$ cat src/rtl/arb_tx_pkg.sv
package arb_tx_pkg;

   typedef enum logic {
      MODE_TX = 1'b0,
      MODE_RX = 1'b1
   } xfer_mode_e;

   function automatic int cnt_bits(input int n);
      return $clog2(n + 1);
   endfunction

endpackage

$ cat src/rtl/arb_tx_bitcnt.sv
module arb_tx_bitcnt
   import arb_tx_pkg::*;
#(
   parameter int W = 8
) (
   input  logic clk,
   input  logic rst_n,
   input  logic clear,
   input  logic step,
   output logic in_ack,
   output logic pre_ack
);
   localparam int CW = cnt_bits(W);
   localparam logic [CW-1:0] ACK_SLOT = CW'(W);
   localparam logic [CW-1:0] LAST_DATA = CW'(W - 1);

   logic [CW-1:0] cnt_q;

   always_ff @(posedge clk or negedge rst_n) begin
      if (!rst_n)
         cnt_q <= '0;
      else if (clear)
         cnt_q <= '0;
      else if (step)
         cnt_q <= (cnt_q == ACK_SLOT) ? '0 : cnt_q + 1'b1;
   end

   assign in_ack  = (cnt_q == ACK_SLOT);
   assign pre_ack = (cnt_q == LAST_DATA);
endmodule

$ cat src/rtl/arb_tx_shift.sv
module arb_tx_shift #(
   parameter int W         = 8,
   parameter bit MSB_FIRST = 1'b1
) (
   input  logic         clk,
   input  logic         rst_n,
   input  logic         load,
   input  logic [W-1:0] tx_word,
   input  logic         advance,
   input  logic         sample,
   input  logic         sda_in,
   output logic         first_bit,
   output logic         next_bit,
   output logic [W-1:0] rx_word
);
   logic [W-1:0] tx_q;
   logic [W-1:0] rx_q;

   generate
      if (MSB_FIRST) begin : g_msb
         assign first_bit = tx_word[W-1];
         assign next_bit  = tx_q[W-2];
         always_ff @(posedge clk or negedge rst_n) begin
            if (!rst_n) begin
               tx_q <= '0;
               rx_q <= '0;
            end else if (load) begin
               tx_q <= tx_word;
               rx_q <= '0;
            end else begin
               if (advance) tx_q <= {tx_q[W-2:0], 1'b0};
               if (sample)  rx_q <= {rx_q[W-2:0], sda_in};
            end
         end
      end else begin : g_lsb
         assign first_bit = tx_word[0];
         assign next_bit  = tx_q[1];
         always_ff @(posedge clk or negedge rst_n) begin
            if (!rst_n) begin
               tx_q <= '0;
               rx_q <= '0;
            end else if (load) begin
               tx_q <= tx_word;
               rx_q <= '0;
            end else begin
               if (advance) tx_q <= {1'b0, tx_q[W-1:1]};
               if (sample)  rx_q <= {sda_in, rx_q[W-1:1]};
            end
         end
      end
   endgenerate

   assign rx_word = rx_q;
endmodule

$ cat src/rtl/arb_tx_arbmon.sv
module arb_tx_arbmon (
   input  logic clk,
   input  logic rst_n,
   input  logic clear,
   input  logic sample,
   input  logic role_drv,
   input  logic pull,
   input  logic sda_in,
   output logic mismatch,
   output logic lost
);
   logic lost_q;

   // released while driving, yet the wire reads low
   assign mismatch = sample & role_drv & ~pull & ~sda_in;

   always_ff @(posedge clk or negedge rst_n) begin
      if (!rst_n)
         lost_q <= 1'b0;
      else if (clear)
         lost_q <= 1'b0;
      else if (mismatch)
         lost_q <= 1'b1;
   end

   assign lost = lost_q;
endmodule

$ cat src/rtl/arb_byte_tx.sv
module arb_byte_tx
   import arb_tx_pkg::*;
#(
   parameter int W         = 8,
   parameter bit MSB_FIRST = 1'b1
) (
   input  logic         clk,
   input  logic         rst_n,
   input  logic         scl_rise,
   input  logic         scl_fall,
   input  logic         sda_in,
   input  logic         bus_event,
   input  logic         go,
   input  logic         rx_mode,
   input  logic [W-1:0] tx_byte,
   input  logic         ack_drive,
   output logic         sda_pull,
   output logic         busy,
   output logic         done,
   output logic [W-1:0] rx_byte,
   output logic         ack_bit,
   output logic         lost
);
   generate
      if (W < 2) begin : g_bad_width
         $error("arb_byte_tx: W must be at least 2");
      end
   endgenerate

   xfer_mode_e   mode_q;
   logic         busy_q, ack_q, pull_q, done_q, ackbit_q;
   logic [W-1:0] rxb_q;

   logic         in_ack, pre_ack;
   logic         first_bit, next_bit;
   logic [W-1:0] rx_word;
   logic         mismatch, lost_w, lost_now;
   logic         start, adv, smp, role_drv;

   assign start    = go & ~busy_q & ~bus_event;
   assign adv      = busy_q & scl_fall & ~in_ack;
   assign smp      = busy_q & scl_rise & ~in_ack;
   assign role_drv = in_ack ? (mode_q == MODE_RX) : (mode_q == MODE_TX);
   assign lost_now = lost_w | mismatch;

   arb_tx_bitcnt #(.W(W)) cnt_i (
      .clk    (clk),
      .rst_n  (rst_n),
      .clear  (start | bus_event),
      .step   (busy_q & scl_fall),
      .in_ack (in_ack),
      .pre_ack(pre_ack)
   );

   arb_tx_shift #(.W(W), .MSB_FIRST(MSB_FIRST)) shf_i (
      .clk      (clk),
      .rst_n    (rst_n),
      .load     (start),
      .tx_word  (tx_byte),
      .advance  (adv),
      .sample   (smp),
      .sda_in   (sda_in),
      .first_bit(first_bit),
      .next_bit (next_bit),
      .rx_word  (rx_word)
   );

   arb_tx_arbmon arb_i (
      .clk     (clk),
      .rst_n   (rst_n),
      .clear   (bus_event),
      .sample  (busy_q & scl_rise & ~bus_event),
      .role_drv(role_drv),
      .pull    (pull_q),
      .sda_in  (sda_in),
      .mismatch(mismatch),
      .lost    (lost_w)
   );

   always_ff @(posedge clk or negedge rst_n) begin
      if (!rst_n) begin
         mode_q   <= MODE_TX;
         busy_q   <= 1'b0;
         ack_q    <= 1'b1;
         pull_q   <= 1'b0;
         done_q   <= 1'b0;
         ackbit_q <= 1'b1;
         rxb_q    <= '0;
      end else begin
         done_q <= 1'b0;
         if (bus_event) begin
            busy_q <= 1'b0;
            pull_q <= 1'b0;
         end else if (start) begin
            busy_q <= 1'b1;
            mode_q <= xfer_mode_e'(rx_mode);
            ack_q  <= ack_drive;
            pull_q <= ~rx_mode & ~first_bit & ~lost_w;
         end else if (busy_q) begin
            if (mismatch)
               pull_q <= 1'b0;
            if (scl_rise && in_ack)
               ackbit_q <= sda_in;
            if (scl_fall) begin
               if (in_ack) begin
                  busy_q <= 1'b0;
                  pull_q <= 1'b0;
                  done_q <= 1'b1;
                  rxb_q  <= rx_word;
               end else if (pre_ack) begin
                  pull_q <= (mode_q == MODE_RX) & ~ack_q & ~lost_now;
               end else begin
                  pull_q <= (mode_q == MODE_TX) & ~next_bit & ~lost_now;
               end
            end
         end
      end
   end

   assign sda_pull = pull_q;
   assign busy     = busy_q;
   assign done     = done_q;
   assign rx_byte  = rxb_q;
   assign ack_bit  = ackbit_q;
   assign lost     = lost_w;
endmodule

$ cat config.mk
export PLATFORM = sky130hd
export DESIGN_NAME = arb_byte_tx
export DESIGN_NICKNAME = d
export VERILOG_FILES = /design/src/rtl/arb_tx_pkg.sv /design/src/rtl/arb_tx_bitcnt.sv /design/src/rtl/arb_tx_shift.sv /design/src/rtl/arb_tx_arbmon.sv /design/src/rtl/arb_byte_tx.sv
export SDC_FILE = /design/constraint.sdc
export NUM_CORES = 1
export LEC_CHECK = 0
export BUFFER_PORTS_ARGS = -buffer_cell sky130_fd_sc_hd__buf_2
export CORE_MARGIN = 5
export CORE_UTILIZATION = 42
export CTS_CLUSTER_SIZE = 8
export DETAILED_ROUTE_END_ITERATION = 10
export GPL_TIMING_DRIVEN = 0
export HOLD_SLACK_MARGIN = 0.05
export PLACE_DENSITY = 0.71
export SYNTH_ARGS = -nofsm -noshare
export SYNTH_HDL_FRONTEND = slang
export SYNTH_HIERARCHICAL = 1
export SYNTH_SLANG_ARGS = --single-unit
$ cat constraint.sdc
create_clock -name clk -period 3.5 [get_ports clk]
set_input_delay 0.175 -clock clk [delete_from_list [all_inputs] [get_ports clk]]
set_output_delay 0.175 -clock clk [all_outputs]
set_load 0.01 [all_outputs]
==> results.md <==
- Largest net degree at the start of global routing: 35
- Crit path cell chain: inv_1 -> ha_1 -> nand2_1 -> nor2_1 -> xnor2_1 -> nand4bb_1 -> inv_1 -> nor2_1 -> a21oi_1 -> nor2_1 -> mux2_2
- Sequential Power Share: 0.459
- Synth warn: 6
- Synthesis-to-layout area growth: 21.3%
- DP HPWL: between 2 and 2.5 mm
- WS Path Type: flop to flop
- CTS clk-pin slew, worst paths: around 0.070 ns
- DR pass1 iterations: 4
- Crit path buf inv count: 2
- Min cycle time layout: 2.18 ns
- Fin nets: 196
- Distinct cell type count after synthesis: 36
- Int Power: 0.751 mW
- Fin cells: about 230
- Total power: just under 1 mW
- Residual DRC: 0
- Final setup fails: 0
- Final hold violations: 0
- Vias: 1135
- Clock power share: 0.449
- Clock Skew: around 0.008 ns
- Critical path fanouts, max: 6
- RD Place Congestion: 0.770
- Relative slew slack: 0.502
- Worst path top cell family by delay: simple AND/OR/NAND/NOR gates
- #FFs+latches synth: 34
- Max Slew Vio Count: 0
- CP arrival: approximately 2.3 ns
- Vias per cell: 5.02
- Ratio of cells with drive above 1 in the final layout: 0.331
- Core area: 3720 um2
- Psw: 0.215 mW
- Status: finished clean
- DRT iter0 DRCs: 76
- Peak supply drop: 0.283 mV
- DIE AREA: between 5000 and 6000 um2
- Hold WS: 0.0963 ns
- Max-Cap Viols: 0
- RSZ-0062 raised after global routing: false
- Width of the die: 72.4 um
- Initial Util: 0.440
- Total track usage: 0.129
- PortBufs: 28
- Crit path capture type: flop
- WL per Instance: 13.4 um
- Cell taking the most area after synthesis: dfrtp_1
- Fmax: 459 MHz
- Num CTS Buffers: 5
- Clock Latency Late Sink: 0.29 ns
- First-pass GRT wire length: 5.18 mm
- Worst path required time: around 3.7 ns
- Clk buf depth: 2
- H-tree levels: 2
- Root Buffer: clkbuf_8
- Hold Path Class: primary input to flop
- Syn avg cell area: between 10 and 15 um2
- Setup TNS: 0 ns
- Register area share after synthesis: 0.522
- Startpoint Class: flop
- Total gr overflow: 0
- Worst-Margin Slew: 0.746 ns
- # clock sinks: 34
- Sw frac: 0.223
- Synth Instances: 141
- CP max-delay cell: dfrtp_1
- Power Density: slightly below 500 nW/um2
- CTS tree: done
- Number of global-route vias before repair: 1159
- Final Cycle Share: 0.622
- Syn_nets: 160
- Placed Cells: between 200 and 250
- Combinational power share: 0.091
- Synth top area share: 0.490
- IO Pins: 30
- Die height: between 70 and 80 um
- Crit path largest cell delay: 0.42 ns
- Synth Cell Area: 1630 um2
- Drt total wl: 3.03 mm
- Site Rows: 22
- Initial antenna violation count: 0
- Most used cell, CP: nor2_1
- Antenna-violating nets left: 0
- Most area-consuming cells after synthesis: dfrtp_1 (49%), mux2i_1 (9.2%), mux2_4 (8.3%)
- Antenna cells: 0
- Leak: 0.993 nW
-- cells in the mapped netlist --
cell type and number:
buf_2 1, nand3_1 1, ha_1 2, o211ai_1 1
nand2b_1 3, mux2i_1 15, buf_4 2, mux2_1 2
a211oi_1 1, o21ai_1 7, and2b_4 1, buf_6 2
mux2_4 9, o21ai_0 2, nor3b_1 1, nand4bb_1 1
nor3_1 1, xnor2_1 1, mux2_2 1, a21boi_0 1
dfstp_2 2, a21oi_1 5, dfrtp_1 32, or3b_1 1
nor2b_1 1, and4b_1 1, and3b_1 1, inv_1 5
nand2_1 15, o2111ai_1 1, nor2_1 17, nor3b_2 1
nand2_8 1, and2_4 1, inv_2 1, a21oi_2 1
-- cells in the final DEF, fill, tap and decap left out, types with 2 or more instances in the layout --
| cell | n |
|---|---|
| a21oi_1 | 5 |
| buf_2 | 29 |
| buf_4 | 2 |
| buf_6 | 2 |
| bufinv_16 | 2 |
| clkbuf_8 | 5 |
| dfrtp_1 | 32 |
| dfstp_2 | 2 |
| ha_1 | 2 |
| inv_1 | 5 |
| mux2_1 | 2 |
| mux2_4 | 9 |
| mux2i_1 | 15 |
| nand2_1 | 15 |
| nand2b_1 | 3 |
| nor2_1 | 17 |
| o21ai_0 | 2 |
| o21ai_1 | 7 |
-- repair_timing --
| action | 4_1_cts | 5_1_grt |
|---|---|---|
| endpoints found under the hold margin | 32 | 0 |
| hold buffers | 1 | 0 |
| gates resized for setup | 0 | 0 |
| buffers inserted | 0 | 0 |
-- state kept, by name, indices dropped and copies added (netlist names) --
register and cells:
busy 1, ack_q 1, ack_bit 1, cnt_i/cnt_q 4
arb_i/lost 1, sda_pull 1, shf_i/tx_q 7, rx_byte 8
shf_i/rx_word 8, done 1, mode_q 1
-- worst register-to-register path, stage by stage, from the launching register on --
cell	delay [ns]
dfrtp_1	0.42
inv_1	0.10
ha_1	0.17
nand2_1	0.09
nor2_1	0.34
xnor2_1	0.13
nand4bb_1	0.14
inv_1	0.07
nor2_1	0.09
a21oi_1	0.07
nor2_1	0.10
mux2_2	0.34
-- through the flow --
step / setup slack, ns / util / instance area [um2]
finish: 1.32 / 0.533 / 1980
global route: 1.07 / 0.533 / 1980
detailed placement: 1.35 / 0.494 / 1830
floorplan: 1.60 / - / 1630
global placement: 1.40 / 0.494 / 1830
CTS: 1.33 / 0.533 / 1980
-- final timing paths --
| check | from | end | slack [ns] | cells past startpoint |
|---|---|---|---|---|
| worst max-delay path | cnt_i/cnt_q[0] | sda_pull | 1.32 | 11 |
| worst min register to register | rx_byte[1] | rx_byte[1] | 0.51 | 1 |
| worst min-delay path | tx_byte[5] | shf_i/tx_q[5] | 0.1 | 3 |
| max in group asynchronous | rst_n | mode_q | 2.53 | 2 |
| min in group asynchronous | rst_n | rx_byte[1] | 0.48 | 2 |
| worst max register to register | cnt_i/cnt_q[0] | sda_pull | 1.32 | 11 |
-- logic make-up after synthesis --
| family | Yosys count | synth area share |
|---|---|---|
| and+or+nand+nor | 47 | 0.155 |
| DFF | 34 | 0.522 |
| muxes | 27 | 0.195 |
| AOI/OAI and AO/OA | 19 | 0.0674 |
| buffers and inverters | 11 | 0.0398 |
| adders and majority gates | 2 | 0.0153 |
| xor gates and xnor gates | 1 | 0.00536 |
-- power groups by stage --
stage / sequential [mW] / clock, mW / combinational (mW)
final: 0.444 / 0.434 / 0.0883
after global routing: 0.447 / 0.461 / 0.102
after CTS: 0.444 / 0.446 / 0.0902
after detailed placement: 0.451 / 0 / 0.0896
after global placement: 0.450 / 0 / 0.0854
after floorplan: 0.446 / 0 / 0.0582
-- area by class of cell --
type | count | area (um2)
fillers | 347 | 1730
flip-flops and latches | 34 | 853
multi-input cells | 96 | 716
repair buffers | 29 | 150
clock buffers | 5 | 68.8
clock inverters | 3 | 68.8
well taps | 48 | 60.1
plain buffers | 5 | 42.5
inverters | 6 | 22.5
-- layer usage --
layer | part of all wire | vias up | global-route usage
met5 | 0 | - | 0
met4 | 0.0086 | 0 | 0.0533
met1 | 0.46 | 551 | 0.160
met2 | 0.46 | 31 | 0.206
li1 | - | 551 | -
met3 | 0.064 | 2 | 0.0402
(Power assumes the default switching activity.)
